## src/rtl/dma_guard_pkg.sv

```systemverilog
package dma_guard_pkg;
  localparam int SEL_PERM  = 0;
  localparam int SEL_CHNUM = 1;
  localparam int CHAN_BASE = 2;

  typedef struct packed {
    logic grant;
    logic trap;
    logic rd_perm;
  } verdict_t;
endpackage

```

## src/rtl/dma_perm_reg.sv

```systemverilog
module dma_perm_reg #(
  parameter int NUM_CHAN = 2,
  parameter int DATA_W   = 32
) (
  input  logic                clk,
  input  logic                rst,
  input  logic                wr_en,
  input  logic [DATA_W-1:0]   wr_data,
  output logic [NUM_CHAN-1:0] enables
);
  for (genvar k = 0; k < NUM_CHAN; k++) begin : g_bit
    always_ff @(posedge clk) begin
      if (rst)        enables[k] <= 1'b0;
      else if (wr_en) enables[k] <= wr_data[k];
    end
  end

  // enables change only after an allowed privileged write
  assert_enable_change_needs_write_R4: assert property (@(posedge clk) disable iff (rst)
    !$stable(enables) |-> $past(wr_en));
endmodule

```

## src/rtl/dma_access_judge.sv

```systemverilog
module dma_access_judge
  import dma_guard_pkg::*;
#(
  parameter int NUM_CHAN = 2,
  parameter int SEL_W    = 2
) (
  input  logic                acc_valid,
  input  logic                acc_write,
  input  logic                acc_priv,
  input  logic [SEL_W-1:0]    acc_sel,
  input  logic [NUM_CHAN-1:0] enables,
  output verdict_t            verdict,
  output logic                perm_wr
);
  logic hit_perm, hit_chnum, hit_chan, chan_ok;

  always_comb begin
    hit_perm  = (acc_sel == SEL_W'(SEL_PERM));
    hit_chnum = (acc_sel == SEL_W'(SEL_CHNUM));
    hit_chan  = 1'b0;
    chan_ok   = 1'b0;
    for (int k = 0; k < NUM_CHAN; k++) begin
      if (acc_sel == SEL_W'(CHAN_BASE + k)) begin
        hit_chan = 1'b1;
        chan_ok  = enables[k];
      end
    end
  end

  always_comb begin
    verdict = '0;
    perm_wr = 1'b0;
    if (acc_valid) begin
      if (hit_perm) begin
        verdict.grant   = acc_priv;
        verdict.rd_perm = acc_priv && !acc_write;
        perm_wr         = acc_priv && acc_write;
      end else if (hit_chnum) begin
        verdict.grant = acc_priv || (|enables);
      end else if (hit_chan) begin
        verdict.grant = acc_priv || chan_ok;
      end
      verdict.trap = !verdict.grant;
    end
  end
endmodule

```

## src/rtl/dma_resp_stage.sv

```systemverilog
module dma_resp_stage
  import dma_guard_pkg::*;
#(
  parameter int NUM_CHAN = 2,
  parameter int DATA_W   = 32
) (
  input  logic                clk,
  input  logic                rst,
  input  verdict_t            verdict,
  input  logic [NUM_CHAN-1:0] enables,
  output logic [DATA_W-1:0]   rd_data,
  output logic                grant,
  output logic                trap
);
  logic [DATA_W-1:0] rd_next;

  always_comb begin
    rd_next = '0;
    if (verdict.rd_perm) rd_next[NUM_CHAN-1:0] = enables;
  end

  always_ff @(posedge clk) begin
    if (rst) begin
      grant   <= 1'b0;
      trap    <= 1'b0;
      rd_data <= '0;
    end else begin
      grant   <= verdict.grant;
      trap    <= verdict.trap;
      rd_data <= rd_next;
    end
  end

  assert_single_response_R9: assert property (@(posedge clk) disable iff (rst)
    $onehot0({grant, trap}));
  assert_upper_bits_zero_R10: assert property (@(posedge clk) disable iff (rst)
    rd_data[DATA_W-1:NUM_CHAN] == '0);
  assert_rdata_only_on_grant_R10: assert property (@(posedge clk) disable iff (rst)
    !grant |-> rd_data == '0);
endmodule

```

## src/rtl/dma_chan_guard.sv

```systemverilog
module dma_chan_guard
  import dma_guard_pkg::*;
#(
  parameter int NUM_CHAN = 2,
  parameter int DATA_W   = 32,
  localparam int SEL_W   = $clog2(NUM_CHAN + CHAN_BASE)
) (
  input  logic              clk,
  input  logic              rst,
  input  logic              acc_valid,
  input  logic              acc_write,
  input  logic              acc_priv,
  input  logic [SEL_W-1:0]  acc_sel,
  input  logic [DATA_W-1:0] acc_wdata,
  output logic [DATA_W-1:0] rd_data,
  output logic              acc_grant,
  output logic              acc_trap
);
  logic [NUM_CHAN-1:0] enables;
  verdict_t            verdict;
  logic                perm_wr;

  dma_perm_reg #(.NUM_CHAN(NUM_CHAN), .DATA_W(DATA_W)) u_perm (
    .clk(clk), .rst(rst), .wr_en(perm_wr), .wr_data(acc_wdata), .enables(enables));

  dma_access_judge #(.NUM_CHAN(NUM_CHAN), .SEL_W(SEL_W)) u_judge (
    .acc_valid(acc_valid), .acc_write(acc_write), .acc_priv(acc_priv),
    .acc_sel(acc_sel), .enables(enables), .verdict(verdict), .perm_wr(perm_wr));

  dma_resp_stage #(.NUM_CHAN(NUM_CHAN), .DATA_W(DATA_W)) u_resp (
    .clk(clk), .rst(rst), .verdict(verdict), .enables(enables),
    .rd_data(rd_data), .grant(acc_grant), .trap(acc_trap));

  assert_strobe_gets_answer_R9: assert property (@(posedge clk) disable iff (rst)
    acc_valid |=> (acc_grant ^ acc_trap));
  assert_idle_no_answer_R9: assert property (@(posedge clk) disable iff (rst)
    !acc_valid |=> !(acc_grant || acc_trap));
  assert_user_perm_traps_R4: assert property (@(posedge clk) disable iff (rst)
    (acc_valid && !acc_priv && acc_sel == SEL_W'(SEL_PERM)) |=> acc_trap);
  assert_user_ch0_follows_bit_R5: assert property (@(posedge clk) disable iff (rst)
    (acc_valid && !acc_priv && acc_sel == SEL_W'(CHAN_BASE)) |=> (acc_grant == $past(enables[0])));
  assert_user_ch1_follows_bit_R6: assert property (@(posedge clk) disable iff (rst)
    (acc_valid && !acc_priv && acc_sel == SEL_W'(CHAN_BASE + 1)) |=> (acc_grant == $past(enables[1])));
  assert_user_chnum_any_bit_R7: assert property (@(posedge clk) disable iff (rst)
    (acc_valid && !acc_priv && acc_sel == SEL_W'(SEL_CHNUM)) |=> (acc_grant == $past(|enables)));
  assert_priv_chan_granted_R8: assert property (@(posedge clk) disable iff (rst)
    (acc_valid && acc_priv && acc_sel != SEL_W'(SEL_PERM)) |=> acc_grant);
endmodule

```

## config.mk

```make
export PLATFORM = sky130hd
export DESIGN_NAME = dma_chan_guard
export DESIGN_NICKNAME = d
export VERILOG_FILES = /design/src/rtl/dma_guard_pkg.sv /design/src/rtl/dma_perm_reg.sv /design/src/rtl/dma_access_judge.sv /design/src/rtl/dma_resp_stage.sv /design/src/rtl/dma_chan_guard.sv
export SDC_FILE = /design/constraint.sdc
export NUM_CORES = 1
export LEC_CHECK = 0
export CAP_MARGIN = 30
export CELL_PAD_IN_SITES_DETAIL_PLACEMENT = 1
export CELL_PAD_IN_SITES_GLOBAL_PLACEMENT = 1
export CORE_MARGIN = 3
export CORE_UTILIZATION = 14
export CTS_CLUSTER_SIZE = 16
export DETAILED_ROUTE_END_ITERATION = 12
export PLACE_DENSITY_LB_ADDON = 0.1
export SYNTH_ARGS = -nofsm -noshare
export SYNTH_HDL_FRONTEND = slang
export SYNTH_HIERARCHICAL = 1
export SYNTH_SLANG_ARGS = --single-unit
```

## constraint.sdc

```tcl
create_clock -name clk -period 2.6 [get_ports clk]
set_clock_uncertainty 0.2 [all_clocks]
set_input_delay 0.78 -clock clk [delete_from_list [all_inputs] [get_ports clk]]
set_output_delay 0.78 -clock clk [all_outputs]
set_load 0.005 [all_outputs]
```

======== Word-level counts from Yosys, hierarchy flattened ========
Cells that the tools add are included.
W data, S select, Z words.
storage, ports and cells
  bits of input ports ..................... 39
  bits in registers ....................... 36
operators by class
  muxes and demuxes ....................... 12
  reductions and logical operators ........ 10
  bitwise gates (word level) .............. 2
  equal/unequal tests ..................... 3
operators by type and width
  kind                  count
  $mux W1               12
  $reduce_or A2 Y1      3
  $eq A2 B2 Y1 const B  2
  $eq A2 B1 Y1 const B  1
  $logic_and A1 B1 Y1   2
  $logic_not A1 Y1      2
  $logic_not A2 Y1      1
  $logic_or A1 B1 Y1    2
  $not A1 Y1            2

======== Longest topological paths before layout ========
Gate-level depths: netlist of run 1.
  depth after elaboration ................. 9
  gate-level depth with buffers ........... 4
  gate-level depth less buffers ........... 4

======== Cells and area by module ========
The synthesis of run 1 kept the hierarchy.
modules (own cells, without submodules)
  module            sequential area each (um^2)  instances  cells each  area each (um^2)
  dma_resp_stage    80.1                         1          39          339.1
  dma_access_judge  0.0                          1          10          70.1
  dma_perm_reg      40.0                         1          6           67.6

======== Worst setup path after synthesis of run 1 ========
No wires, ideal clock.
  path type ............................... input to register
  start point ............................. input acc_sel[1]
  end point ............................... register u_perm.enables[0]
  cell stages on the path ................. 4
  data arrival time ....................... 1,379 ps
  slack ................................... 907 ps
  required time ........................... 2,286 ps
  path through ............................ nand4bb_1 > nor2_1 > mux2i_1 > nor2_1
between the ends
  longest elaborated chain between the ends .. 3
RTL lines
  element                        line                    source
  start, declared                dma_chan_guard.sv:13    input logic [SEL_W-1:0] acc_sel,
  $logic_not A2 Y1               dma_access_judge.sv:18  hit_perm = (acc_sel == SEL_W'(SEL_PERM));
  $mux W1                        dma_access_judge.sv:34  if (hit_perm) begin
  $mux W1                        dma_access_judge.sv:33  if (acc_valid) begin
  net perm_wr                    dma_chan_guard.sv:21    logic perm_wr;
  end signal, assigned by index  dma_perm_reg.sv:14      else if (wr_en) enables[k] <= wr_data[k];
  end, declared                  dma_perm_reg.sv:9       output logic [NUM_CHAN-1:0] enables
The timed path passes the listed nets, and every way through them passes these cells.
A chain may end at the register's enable or synchronous reset.

======== Final worst setup path of run 1 ========
  start point ............................. input acc_sel[0]
  end point ............................... register u_perm.enables[0]
Same word-level chain as after synthesis.

==> results.tsv, run 1 <==
stage	metric	value	unit
critical_path	crit_fanout	4	
synthesis	ys_ff_latch	6	
timing	period_share	81.0	%
detailed_routing	drcViolationCount	0	
floorplan	io_pins	73	
global_route	gr-total-overflow	0	
clock_tree	cts_setup_buffers	0	
timing	fin_crit	2.10	ns
flow_run	drv_cap	0	
place	dp_hpwl	764	µm
synthesis	synth_edf_count	0	
clock_tree	clkTransAtPathRegs	0.04	ns
clock_tree	cts_buffers	3	
floorplan	start_util	15.1	%
detailed_routing	ant_nets	0	
critical_path	critical_path_class	in -> reg	
clock_tree	cts_tree	done	
critical_path	cp.required	2.52	ns
timing	drv_slew	0	
clock_tree	clock_path_buffers	2	
synthesis	synth_warnings	6	
synthesis	ys.flop_type	dfxtp_1	
clock_tree	cts_max_level	1	
power_and_ir_drop	cellPowerDensity	383	nW/µm²
layout	area_growth	17.1	%
floorplan	die-height	64.4	µm
critical_path	cpMostUsedCell	nor2_1	
detailed_routing	drt_iter0_markers	19	
critical_path	cpMaxStageDelayCell	clkdlybuf4s50_1	
synthesis	seq_area_frac_synth	25.2	%
min_path	whs_path_depth	1	
layout	num-nets-final	110	
critical_path	crit_chain	clkdlybuf4s50_1 -> nand4bb_1 -> nor2_1 -> mux2i_1 -> nor2_1	
timing	setup_viol	0	
timing	hold_violations	0	
synthesis	synth_cells	55	
clock_tree	cts_resized	0	
synthesis	synth.distinct_cells	15	
timing	rsz0062_at_grt	false	
critical_path	slowest_delay	0.47	ns
global_route	antenna_found_initial	0	
critical_path	worstSetupEndpointType	flip-flop	
detailed_routing	vias	314	
place	place_congestion	0.618	
synthesis	yosysMostFrequentCell	buf_4	
timing	fmax	0.475	GHz
min_path	min_path_type	reg -> reg	
synthesis	yosysTopAreaCellShare	47.2	%
timing	tns	0	ns
min_path	min_to	u_resp/rd_data[0]	
detailed_routing	firstDrtPassIters	4	
critical_path	worstPathArrival	2.03	ns
place	portBuffers	12	
outcome	outcome	complete, no violations	
critical_path	crit_path_start_kind	input pin	
synthesis	syn_avg_cell_area	8.67	µm²
detailed_routing	viasPerCell	2.78	
detailed_routing	finalWirelength	923	µm
clock_tree	cts_root_buf	clkbuf_4	
min_path	min_from	u_perm/enables[0]	
power_and_ir_drop	ir_drop	0.0620	mV
synthesis	synth.area.top_cells	buf_4 (47%), dfxtp_1 (25%), mux2i_1 (4.2%)	
synthesis	synthTopCellsByCount	buf_4 (30), dfxtp_1 (6), nor2_1 (4)	
detailed_routing	wire_per_inst	8.17	µm
critical_path	r2r-end	u_resp/grant	
critical_path	regToRegStartpoint	u_perm/enables[0]	
global_route	grt_usage	4.00	%
global_route	grt_pass1_vias	234	
critical_path	reg2reg_depth	3	
clock_tree	cts.sink_count	6	
synthesis	async_flop_share	0	%
floorplan	die_area	4140	µm²
floorplan	rows	20	
synthesis	synth_top_area_cell	buf_4	
layout	drive_gt1_share	5.80	%
power_and_ir_drop	leakagePower	0.262	nW
layout	final_util	17.7	%
floorplan	die_x	64.4	µm
clock_tree	clkLatencyLatePin	0.24	ns
critical_path	r2r_setup_slack	1.36	ns
clock_tree	hold_buffers	0	
global_route	grt_max_degree	7	
global_route	grt_first_pass_wirelength	1170	µm
synthesis	syn_area	477	µm²
layout	insertedDiodeCount	0	
floorplan	core	3150	µm²
-- layout make-up --
class | count | area [µm²]
Clock buffer | 3 | 22.5
Tap cell | 44 | 55.1
Sequential cell | 6 | 120
Timing Repair Buffer | 12 | 120
Multi-Input combinational cell | 47 | 236
Inverter | 1 | 3.75
Fill cell | 392 | 2590
-- stage by stage --
stage / area (µm²) / power [W] / instances / hold slack (ns) / setup WS (ns)
2_1_floorplan: 586 / 0.000145 / 84 / 0.289 / 0.907
3_3_place_gp: 536 / 0.000132 / 110 / 0.359 / 0.189
3_5_place_dp: 536 / 0.000132 / 110 / 0.359 / 0.230
4_1_cts: 558 / 0.000218 / 113 / 0.367 / 0.453
5_1_grt: 558 / 0.000229 / 113 / 0.389 / 0.394
6_report: 558 / 0.000214 / 113 / 0.362 / 0.495
-- layout by cell type (no fill, tap or decap), drive strengths merged --
cell	n
conb	30
clkdlybuf4s50	12
dfxtp	6
nor2	4
clkbuf	3
mux2i	2
nor2b	2
and3b	2
xor2	1
nand2b	1
a221oi	1
nand4bb	1
inv	1
and2	1
and3	1
a221o	1
-- where the power goes --
| part | internal, W | total, W | switching (W) |
|---|---|---|---|
| Combinational | 0.0000172 | 0.0000365 | 0.0000193 |
| Clock | 0.0000520 | 0.0000825 | 0.0000305 |
| Sequential | 0.0000941 | 0.0000948 | 0.000000789 |
-- cells by family after synthesis --
| kind of cell | Yosys count | share of synthesized area (%) |
|---|---|---|
| flip-flops | 6 | 25.2 |
| other | 1 | 0.787 |
| buffers and inverters | 31 | 48.0 |
| AO/OA/AOI/OAI | 2 | 3.94 |
| AND/OR/NAND/NOR | 12 | 16.0 |
| multiplexers | 2 | 4.20 |
| XOR/XNOR | 1 | 1.84 |
-- worst max path at each step --
stage,start,depth (start not counted),endpoint,slack (ns)
6_report,acc_sel[0],5,u_perm/enables[0],0.50
5_1_grt,acc_sel[0],5,u_perm/enables[0],0.39
4_1_cts,acc_sel[0],5,u_perm/enables[0],0.45
3_5_place_dp,acc_sel[0],5,u_perm/enables[0],0.23
3_3_place_gp,acc_sel[0],5,u_perm/enables[1],0.19
2_1_floorplan,acc_sel[1],4,u_perm/enables[0],0.91
-- per-layer routing --
| metal | track usage [%] | vias to the layer above | wire [µm] |
|---|---|---|---|
| met5 | 0 | - | 0 |
| li1 | - | 148 | - |
| met1 | 3.35 | 138 | 305 |
| met3 | 2.28 | 2 | 156 |
| met4 | 3.96 | 0 | 14 |
| met2 | 6.44 | 26 | 447 |
-- state kept, by name (all words and copies together) (netlist names) --
name	flops
u_resp/grant	1
u_resp/trap	1
u_resp/rd_data	2
u_perm/enables	2
-- critical path, delay by kind of cell --
| family | cells | cell delay (ns) |
|---|---|---|
| buffers and inverters | 1 | 0.47 |
| multiplexers | 1 | 0.22 |
| AND/OR/NAND/NOR | 3 | 0.56 |
No activity file was read; power rests on OpenSTA's default activity.
==> inputs of run 2 (changes only) <==
Settings changed: CORE_UTILIZATION 14 to 13.
Clock period 2.6 ns to 2.2 ns, I/O delays scaled along.
==> results.tsv, run 2 (synthesis gave the netlist of run 1 again) <==
stage	metric	value	unit	change
outcome	outcome	complete, no violations		
detailed_routing	finalWirelength	943	µm	+2.2%
global_route	gr-total-overflow	0		unchanged
layout	insertedDiodeCount	0		unchanged
timing	fin_crit	1.91	ns	
min_path	whs_path_depth	1		unchanged
flow_run	drv_cap	0		unchanged
global_route	grt_first_pass_wirelength	1240	µm	+5.9%
clock_tree	cts_root_buf	clkbuf_8		
min_path	min_to	u_resp/rd_data[0]		
critical_path	crit_fanout	2		-2
detailed_routing	vias	324		+3.2%
place	place_congestion	0.593		-4.1%
global_route	grt_pass1_vias	265		+13%
floorplan	core	3440	µm²	+9.2%
timing	holdWs	0.357	ns	-0.00500 ns
critical_path	r2r-end	u_resp/grant		
layout	area_growth	27.8	%	
layout	drive_gt1_share	11.0	%	+5.2 points
critical_path	critical_path_class	in -> reg		
min_path	min_path_type	reg -> reg		
floorplan	io_pins	73		unchanged
critical_path	worstPathArrival	1.82	ns	-0.21 ns
timing	drv_slew	0		unchanged
global_route	grt_max_degree	7		unchanged
clock_tree	cts_tree	done		
clock_tree	clkTransAtPathRegs	0.04	ns	about the same
power_and_ir_drop	cellPowerDensity	534	nW/µm²	+39%
layout	layout.cells.non_filler	119		+5.3%
critical_path	cp.required	2.11	ns	-0.41 ns
detailed_routing	drcViolationCount	0		unchanged
layout	num-nets-final	114		+3.6%
place	dpl.cell_count	116		+5.5%
clock_tree	cts_resized	0		unchanged
layout	ff_latch_area	120	µm²	unchanged
clock_tree	cts_max_level	1		unchanged
clock_tree	cts.sink_count	6		unchanged
layout	fill_cells	432		+10%
critical_path	worstSetupEndpointType	flip-flop		
critical_path	crit_path_start_kind	input pin		
critical_path	regToRegStartpoint	u_perm/enables[0]		
clock_tree	cts_buffers	3		unchanged
detailed_routing	ant_nets	0		unchanged
layout	layout_common_cells	conb_1 (30), clkdlybuf4s50_1 (12), dfxtp_1 (6)		
layout	reg_top3	u_perm/enables x2, u_resp/rd_data x2		
layout	multi_input_area	236	µm²	unchanged
global_route	grt_usage	3.92	%	-0.084 points
floorplan	die_x	66.6	µm	+3.4%
timing	rsz0062_at_grt	false		
clock_tree	hold_buffers	0		unchanged
clock_tree	cts_setup_buffers	0		unchanged
place	portBuffers	12		unchanged
min_path	min_from	u_perm/enables[0]		
layout	layout_commonest_cell	conb_1		
clock_tree	clock_path_buffers	2		unchanged
detailed_routing	firstDrtPassIters	1		-3
floorplan	rows	21		+5.0%
critical_path	reg2reg_depth	3		unchanged
floorplan	die-height	66.6	µm	+3.4%
critical_path	r2r_setup_slack	0.98	ns	-0.38 ns
timing	hold_violations	0		unchanged
detailed_routing	wire_per_inst	7.92	µm	-3.0%
clock_tree	clkLatencyLatePin	0.22	ns	-0.02 ns
timing	fmax	0.522	GHz	
floorplan	start_util	13.8	%	-1.3 points
detailed_routing	drt_iter0_markers	0		-19
timing	period_share	87.0	%	
power_and_ir_drop	leakagePower	0.289	nW	+10%
power_and_ir_drop	ir_drop	0.120	mV	+94%
detailed_routing	viasPerCell	2.72		-2.0%
floorplan	die_area	4430	µm²	+7.0%
timing	setup_viol	0		unchanged
global_route	antenna_found_initial	0		unchanged
run 2: routing by layer:
metal	GRT usage, %	vias up	share of wire (%)
met5	0	-	0
li1	-	153	-
met4	3.05	0	1.9
met3	2.19	4	15
met1	3.42	140	36
met2	6.56	27	47
run 2: worst max-delay path by stage:
stage	from	end	slack [ns]	cells after the start
after floorplan	acc_sel[1]	u_perm/enables[0]	0.63	4
after global placement	acc_sel[1]	u_perm/enables[1]	-0.03	5
after detailed placement	acc_sel[1]	u_perm/enables[0]	0.02	5
after CTS	acc_sel[1]	u_perm/enables[0]	0.24	5
after global routing	acc_sel[1]	u_perm/enables[0]	0.19	5
final	acc_sel[1]	u_perm/enables[0]	0.29	5
run 2: power breakdown:
part	internal [W]	switching, W
logic	0.0000247	0.0000236
registers	0.000111	0.000000844
clock network	0.000118	0.0000473
total	0.000254	0.0000718
run 2: worst max-delay path, cell delays in order:
cell and delay [ns]:
clkdlybuf4s50_1 0.42, nand4bb_1 0.24, nor2_1 0.23, mux2i_1 0.22, nor2_1 0.05
run 2: area by class of cell:
| class | count | area share [%] |
|---|---|---|
| Clock buffer | 3 | 6.78 |
| Inverter | 1 | 0.616 |
| Multi-Input combinational cell | 47 | 38.8 |
| Sequential cell | 6 | 19.7 |
| Tap cell | 46 | 9.45 |
| Timing Repair Buffer | 16 | 24.6 |
run 2: through the flow:
stage	total power, W	instance area (µm²)	utilization [%]	setup TNS, ns	setup slack [ns]
finish	0.000325	609	17.7	0	0.286
global route	0.000341	609	17.7	0	0.186
CTS	0.000329	609	17.7	0	0.237
detailed placement	0.000161	568	16.5	0	0.0166
global placement	0.000162	568	16.5	-0.0491	-0.0308
floorplan	0.000172	586	-	0	0.627
==> inputs of run 3 (changes only) <==
Settings changed: HOLD_SLACK_MARGIN from default to 0.15.
==> results of run 3 <==
The final DEF is identical to that of run 2; final timing and power are the same.
